### config.mk
export PLATFORM = sky130hd
export DESIGN_NAME = ldpc_stop_ctrl
export DESIGN_NICKNAME = d
export VERILOG_FILES = /design/src/rtl/ldpc_stop_pkg.sv /design/src/rtl/erase_tracker.sv /design/src/rtl/rise_counter.sv /design/src/rtl/iter_tracker.sv /design/src/rtl/fail_tally.sv /design/src/rtl/ldpc_stop_ctrl.sv
export SDC_FILE = /design/constraint.sdc
export NUM_CORES = 1
export LEC_CHECK = 0
export BUFFER_PORTS_ARGS = -buffer_cell sky130_fd_sc_hd__clkbuf_2
export CORE_ASPECT_RATIO = 0.9
export CORE_MARGIN = 2
export CORE_UTILIZATION = 40
export CTS_CLUSTER_DIAMETER = 80
export DETAILED_ROUTE_END_ITERATION = 8
export PLACE_DENSITY = 0.68
export SYNTH_ARGS = -nofsm -noshare
export SYNTH_HDL_FRONTEND = slang
export SYNTH_HIERARCHICAL = 1
export SYNTH_SLANG_ARGS = --single-unit
export TNS_END_PERCENT = 30
### constraint.sdc
create_clock -name clk -period 5.8 [get_ports clk]
set_input_delay 1.16 -clock clk [delete_from_list [all_inputs] [get_ports clk]]
set_output_delay 1.16 -clock clk [all_outputs]
set_load 0.03 [all_outputs]
### src/rtl/ldpc_stop_pkg.sv
package ldpc_stop_pkg;

   typedef enum logic [1:0] {
      ST_RUN   = 2'd0,
      ST_CONV  = 2'd1,
      ST_STALL = 2'd2,
      ST_LIMIT = 2'd3
   } stop_status_e;

endpackage

### src/rtl/erase_tracker.sv
module erase_tracker #(
   parameter int ERASE_W  = 5,
   parameter int SUM_W    = 10,
   parameter bit SATURATE = 1'b1
) (
   input  logic               clk,
   input  logic               rst_n,
   input  logic               clr,
   input  logic               add_en,
   input  logic [ERASE_W-1:0] add_val,
   input  logic               close,
   input  logic               first,
   output logic               rise
);

   logic [SUM_W-1:0] acc_q;
   logic [SUM_W-1:0] prev_q;
   logic [SUM_W-1:0] addend;
   logic [SUM_W-1:0] total;

   if (SUM_W < ERASE_W) begin : g_bad_width
      $error("erase_tracker: SUM_W must be at least ERASE_W");
   end

   assign addend = add_en ? SUM_W'(add_val) : '0;

   // Variant choice: clamp the running total or let it grow freely
   if (SATURATE) begin : g_sat
      logic [SUM_W:0] wide;
      assign wide  = {1'b0, acc_q} + {1'b0, addend};
      assign total = wide[SUM_W] ? {SUM_W{1'b1}} : wide[SUM_W-1:0];
   end else begin : g_wrap
      assign total = acc_q + addend;
   end

   // Strictly-greater test against the previous iteration's total
   assign rise = !first && (total > prev_q);

   always_ff @(posedge clk) begin
      if (!rst_n || clr) begin
         acc_q  <= '0;
         prev_q <= '0;
      end else if (close) begin
         prev_q <= total;
         acc_q  <= '0;
      end else if (add_en) begin
         acc_q  <= total;
      end
   end


   clear_acc_chk: assert property (@(posedge clk) disable iff (!rst_n)
      clr |=> (acc_q == '0) && (prev_q == '0));

endmodule

### src/rtl/rise_counter.sv
module rise_counter #(
   parameter int THRESH = 12,
   parameter int CNT_W  = 4
) (
   input  logic clk,
   input  logic rst_n,
   input  logic clr,
   input  logic step,
   input  logic rise,
   output logic over
);

   localparam logic [CNT_W-1:0] CAP = CNT_W'(THRESH + 1);

   logic [CNT_W-1:0] cnt_q;
   logic [CNT_W-1:0] cnt_after;

   if ((THRESH + 1) >= (1 << CNT_W)) begin : g_bad_width
      $error("rise_counter: CNT_W too narrow for THRESH+1");
   end

   always_comb begin
      cnt_after = cnt_q;
      if (step && rise && (cnt_q < CAP)) begin
         cnt_after = cnt_q + CNT_W'(1);
      end
   end

   assign over = cnt_after > CNT_W'(THRESH);

   always_ff @(posedge clk) begin
      if (!rst_n || clr) begin
         cnt_q <= '0;
      end else if (step) begin
         cnt_q <= cnt_after;
      end
   end


   rise_step_chk: assert property (@(posedge clk) disable iff (!rst_n)
      (cnt_q != $past(cnt_q)) |-> ((cnt_q == $past(cnt_q) + CNT_W'(1)) || (cnt_q == '0)));


   rise_cap_chk: assert property (@(posedge clk) disable iff (!rst_n)
      cnt_q <= CAP);

endmodule

### src/rtl/iter_tracker.sv
module iter_tracker #(
   parameter int MAX_ITER = 60,
   parameter int ITER_W   = 6
) (
   input  logic              clk,
   input  logic              rst_n,
   input  logic              clr,
   input  logic              step,
   output logic [ITER_W-1:0] cnt,
   output logic              first,
   output logic              at_limit
);

   localparam logic [ITER_W-1:0] LIM = ITER_W'(MAX_ITER);

   logic [ITER_W-1:0] cnt_q;
   logic [ITER_W-1:0] cnt_after;

   if (MAX_ITER < 1) begin : g_bad_limit
      $error("iter_tracker: MAX_ITER must be positive");
   end

   assign cnt_after = (step && (cnt_q != LIM)) ? cnt_q + ITER_W'(1) : cnt_q;
   assign first     = (cnt_q == '0);
   assign at_limit  = (cnt_after == LIM);
   assign cnt       = cnt_q;

   always_ff @(posedge clk) begin
      if (!rst_n || clr) begin
         cnt_q <= '0;
      end else begin
         cnt_q <= cnt_after;
      end
   end


   iter_bound_chk: assert property (@(posedge clk) disable iff (!rst_n)
      cnt_q <= LIM);

endmodule

### src/rtl/fail_tally.sv
module fail_tally #(
   parameter int ROWS   = 16,
   parameter int RCNT_W = 5
) (
   input  logic              clk,
   input  logic              rst_n,
   input  logic              clr,
   input  logic              add,
   input  logic              close,
   output logic [RCNT_W-1:0] sat_after
);

   localparam logic [RCNT_W-1:0] NROWS = RCNT_W'(ROWS);

   logic [RCNT_W-1:0] fails_q;
   logic [RCNT_W-1:0] fails_after;

   if (ROWS < 1 || ROWS >= (1 << RCNT_W)) begin : g_bad_rows
      $error("fail_tally: ROWS out of range for RCNT_W");
   end

   assign fails_after = (add && (fails_q < NROWS)) ? fails_q + RCNT_W'(1) : fails_q;
   assign sat_after   = NROWS - fails_after;

   always_ff @(posedge clk) begin
      if (!rst_n || clr || close) begin
         fails_q <= '0;
      end else begin
         fails_q <= fails_after;
      end
   end


   fail_bound_chk: assert property (@(posedge clk) disable iff (!rst_n)
      fails_q <= NROWS);

endmodule

### src/rtl/ldpc_stop_ctrl.sv
module ldpc_stop_ctrl
   import ldpc_stop_pkg::*;
#(
   parameter int ROWS         = 16,
   parameter int ERASE_W      = 5,
   parameter int THRESH       = 12,
   parameter int MAX_ITER     = 60,
   parameter int SUM_W        = ERASE_W + $clog2(ROWS) + 1,
   parameter bit ACC_SATURATE = 1'b1
) (
   input  logic                          clk,
   input  logic                          rst_n,
   input  logic                          blk_start,
   input  logic                          row_valid,
   input  logic [ERASE_W-1:0]            row_erased,
   input  logic                          row_fail,
   input  logic                          iter_end,
   input  logic                          synd_pass,
   output logic                          status_valid,
   output logic [1:0]                    status,
   output logic [$clog2(MAX_ITER+1)-1:0] iter_count,
   output logic [$clog2(ROWS+1)-1:0]     sat_count
);

   localparam int ITER_W = $clog2(MAX_ITER + 1);
   localparam int RCNT_W = $clog2(ROWS + 1);
   localparam int INC_W  = $clog2(THRESH + 2);

   if (THRESH < 1) begin : g_bad_thresh
      $error("ldpc_stop_ctrl: THRESH must be positive");
   end

   logic              halted_q;
   logic              live;
   logic              row_go;
   logic              close;
   logic              first;
   logic              rise;
   logic              over;
   logic              at_limit;
   logic [RCNT_W-1:0] sat_after;
   stop_status_e      verdict;
   stop_status_e      status_q;
   logic              valid_q;
   logic [RCNT_W-1:0] sat_q;

   assign live   = !halted_q && !blk_start;
   assign row_go = row_valid && live;
   assign close  = iter_end && live;

   erase_tracker #(
      .ERASE_W (ERASE_W),
      .SUM_W   (SUM_W),
      .SATURATE(ACC_SATURATE)
   ) u_erase (
      .clk    (clk),
      .rst_n  (rst_n),
      .clr    (blk_start),
      .add_en (row_go),
      .add_val(row_erased),
      .close  (close),
      .first  (first),
      .rise   (rise)
   );

   rise_counter #(
      .THRESH(THRESH),
      .CNT_W (INC_W)
   ) u_rise (
      .clk  (clk),
      .rst_n(rst_n),
      .clr  (blk_start),
      .step (close),
      .rise (rise),
      .over (over)
   );

   iter_tracker #(
      .MAX_ITER(MAX_ITER),
      .ITER_W  (ITER_W)
   ) u_iter (
      .clk     (clk),
      .rst_n   (rst_n),
      .clr     (blk_start),
      .step    (close),
      .cnt     (iter_count),
      .first   (first),
      .at_limit(at_limit)
   );

   fail_tally #(
      .ROWS  (ROWS),
      .RCNT_W(RCNT_W)
   ) u_fail (
      .clk      (clk),
      .rst_n    (rst_n),
      .clr      (blk_start),
      .add      (row_go && row_fail),
      .close    (close),
      .sat_after(sat_after)
   );

   // Priority: convergence, then stall detection, then budget
   always_comb begin
      if (synd_pass)     verdict = ST_CONV;
      else if (over)     verdict = ST_STALL;
      else if (at_limit) verdict = ST_LIMIT;
      else               verdict = ST_RUN;
   end

   always_ff @(posedge clk) begin
      if (!rst_n || blk_start) begin
         halted_q <= 1'b0;
         valid_q  <= 1'b0;
         status_q <= ST_RUN;
         sat_q    <= '0;
      end else begin
         valid_q <= close;
         if (close) begin
            status_q <= verdict;
            sat_q    <= sat_after;
            halted_q <= (verdict != ST_RUN);
         end
      end
   end

   assign status_valid = valid_q;
   assign status       = status_q;
   assign sat_count    = sat_q;


   valid_src_chk: assert property (@(posedge clk) disable iff (!rst_n)
      status_valid |-> $past(iter_end));


   conv_src_chk: assert property (@(posedge clk) disable iff (!rst_n)
      (status_valid && status == ST_CONV) |-> $past(synd_pass));


   limit_iter_chk: assert property (@(posedge clk) disable iff (!rst_n)
      (status_valid && status == ST_LIMIT) |-> (iter_count == ITER_W'(MAX_ITER)));


   halt_hold_chk: assert property (@(posedge clk) disable iff (!rst_n)
      (halted_q && !blk_start) |=> (halted_q && !status_valid && $stable(iter_count)));

endmodule

==> results.sh <==
export IMPL_clk_latency_ps=290
export IMPL_setup_viol=0
export IMPL_cap_violations=0
export IMPL_routed_wl_um=5630
export IMPL_period_minus_slack_ps=5410
export IMPL_async_flop_share_pct=0
export IMPL_yosysTopAreaCell="dfxtp_1"
export IMPL_grt_pass1_vias=2213
export IMPL_hpwlAfterDp_um=4320
export IMPL_syn_inst=314
export IMPL_cts_buffers_inserted=5
export IMPL_clkSinkCount=44
export IMPL_fin_ws_ps=391
export IMPL_synth_area_mm2=0.00277
export IMPL_die_x_um=91.7
export IMPL_fp_row_count=28
export IMPL_synth_top_flop_cell="dfxtp_1"
export IMPL_tightest_slew_ps=1050
export IMPL_synth_common_cells="44 x dfxtp_1, 24 x nor2_1, 22 x a21oi_1, 22 x inv_1, 21 x ha_1"
export IMPL_irDropWorstVdd_v=0.000100
export IMPL_grt_pass1_wl_um=9720
export IMPL_cts_tree="built"
export IMPL_worstPathMaxFanout=8
export IMPL_ios=26
export IMPL_portBuffers=25
export IMPL_ant_nets=0
export IMPL_core_area_mm2=0.00666
export IMPL_fin_crit_sh_pct=93.3
export IMPL_antenna_found_initial=0
export IMPL_drtPass1Iterations=5
export IMPL_synthToLayoutAreaGrowth_pct=11.8
export IMPL_path_clk_slew_ps=90
export IMPL_worstPathArrival_ps=5590
export IMPL_fin_nets=373
export IMPL_synth_seq_cells=44
export IMPL_wl_per_cell_um=13.1
export IMPL_status="finished, final reports clean"
export IMPL_worstHoldPathType="reg2reg"
export IMPL_synth_seq_area_share_pct=31.8
export IMPL_vias=2287
export IMPL_initial_core_util_pct=41.6
export IMPL_gp_congestion=0.822
export IMPL_start_kind="input pin"
export IMPL_drc=0
export IMPL_cellLeakagePower_nw=1.22
export IMPL_pre_cts_slack_ps=-33.3
export IMPL_die_area_mm2=0.00760
export IMPL_crit_type="in2reg"
export IMPL_n_antenna_cell=0
export IMPL_placed_area_mm2=0.00298
export IMPL_cts_buffer_depth=2
export IMPL_vias_per_cell=5.32
export IMPL_synth_top_area_share_pct=31.8
export IMPL_worst_ep_required_time_ps=5980
export IMPL_synthTopCellsByArea="dfxtp_1 32%, ha_1 9.5%, a21oi_1 4.0%, nor2_1 3.3%, inv_1 3.0%"
export IMPL_utilization_pct=46.5
export IMPL_p_per_area_mw_per_mm2=194
export IMPL_relSlewSlack_pct=29.8
export IMPL_cts_hold_buf=0
export IMPL_dr_first_iter_drc_count=85
export IMPL_cts_root_buf="clkbuf_8"
export IMPL_track_usage_pct=15.3
export IMPL_htreeDepth=2
export IMPL_stdcell_area_mm2=0.00310
export IMPL_drive_above_1_share_pct=20.0
export IMPL_max_freq_mhz=185
export IMPL_gr_total_overflow=0
export IMPL_die_h_um=82.9
export IMPL_synth_edf_count=0
export IMPL_end_kind="register"
export IMPL_final_hold_violation_count=0
export IMPL_grt_max_degree=27
export IMPL_synth_area_per_cell_um2=8.82
export IMPL_synth_warnings=6
export IMPL_synthDistinctLibCells=69
export IMPL_rsz0062_at_grt="false"
export IMPL_fin_skew_ps=8.33
export IMPL_finalMaxSlewViolations=0
export IMPL_syn_nets=348
export IMPL_synth_most_common_cell="dfxtp_1"
==> worst max-delay path: stages <==
cell      delay, ps
clkbuf_2        100
nor3b_2         400
and2_1          200
ha_1            280
a211o_1         280
a31o_2          250
and3_4          210
a21oi_2         170
a31oi_1          70
ha_1            330
and4_1          230
and3_1          200
o21a_1          120
a211oi_1         50
a311oi_2        380
nand2_1         170
nor4_1          300
a211oi_1        120
or3_1           360
a21oi_1         150
nor2_1           50
==> cell families after synthesis <==
logic type	synth area share (%)
and+or+nand+nor	24.7
AOI/OAI and AO/OA	19.9
DFF	31.8
buffers and inverters	6.33
adders and majority gates	10.2
xor gates and xnor gates	4.07
muxes	2.94
==> layout by cell type (no fill, tap or decap), drive strengths merged, types with 3 or more instances in the layout <==
master / count
a211oi: 4
a21oi: 23
a22o: 4
a311oi: 4
a31oi: 7
and2: 11
and3: 4
and4: 6
buf: 7
clkbuf: 30
dfxtp: 44
ha: 21
inv: 22
mux2i: 7
nand2: 17
nand2b: 6
nand3: 10
nand4: 8
nor2: 25
nor2b: 5
nor3: 7
nor3b: 4
o21a: 3
o21ai: 14
o22ai: 4
xnor2: 5
xor2: 7
==> worst paths after layout <==
| path | from | end | slack, ps | cells past startpoint |
|---|---|---|---|---|
| min | u_erase/prev_q[0]$_SDFFE_PP0P_ | u_erase/prev_q[0]$_SDFFE_PP0P_ | 470 | 2 |
| max | blk_start | halted_q$_SDFFE_PP0P_ | 390 | 21 |
| max reg2reg | halted_q$_SDFFE_PP0P_ | halted_q$_SDFFE_PP0P_ | 980 | 20 |
| min reg2reg | u_erase/prev_q[0]$_SDFFE_PP0P_ | u_erase/prev_q[0]$_SDFFE_PP0P_ | 470 | 2 |
==> state kept, by name, summed over array words and instances (netlist names) <==
name / count
u_erase/acc_q: 10
u_iter/cnt: 6
u_fail/fails_q: 5
status_valid: 1
u_erase/prev_q: 10
status: 2
sat_count: 5
halted_q: 1
u_rise/cnt_q: 4
==> where the power goes <==
group          internal (mW)  switching (mW)
sequential             0.305         0.00217
combinational         0.0261          0.0354
clock                  0.128           0.106
total                  0.458           0.144
==> per-layer routing <==
metal / share of wire [%] / track usage [%] / vias up
li1: - / - / 1179
met1: 47 / 20.2 / 1056
met2: 47 / 25.3 / 48
met3: 4.7 / 2.90 / 4
met4: 1.0 / 4.61 / 0
met5: 0 / 0 / -
==> what timing repair did <==
item | 4_1_cts | 5_1_grt
gates resized for setup | 0 | 1
buffers inserted | 0 | 0
endpoints found under the setup margin | 0 | 3
==> final cells by class <==
cell class	count	area, um2
Fill cell	672	3560
Multi-Input combinational cell	234	1730
Sequential cell	44	881
Timing Repair Buffer	32	178
Tap cell	90	113
Inverter	22	82.6
Clock buffer	5	68.8
Clock inverter	3	42.5
==> through the flow <==
stage | power [mW] | setup TNS [ps] | hold slack, ps | instances
CTS | 0.609 | 0 | 467 | 430
detailed placement | 0.375 | -33.3 | 455 | 422
global route | 0.632 | 0 | 506 | 430
global placement | 0.374 | 0 | 445 | 422
floorplan | 0.357 | 0 | 434 | 314
finish | 0.602 | 0 | 467 | 430
No activity file was read; power rests on OpenSTA's default activity.
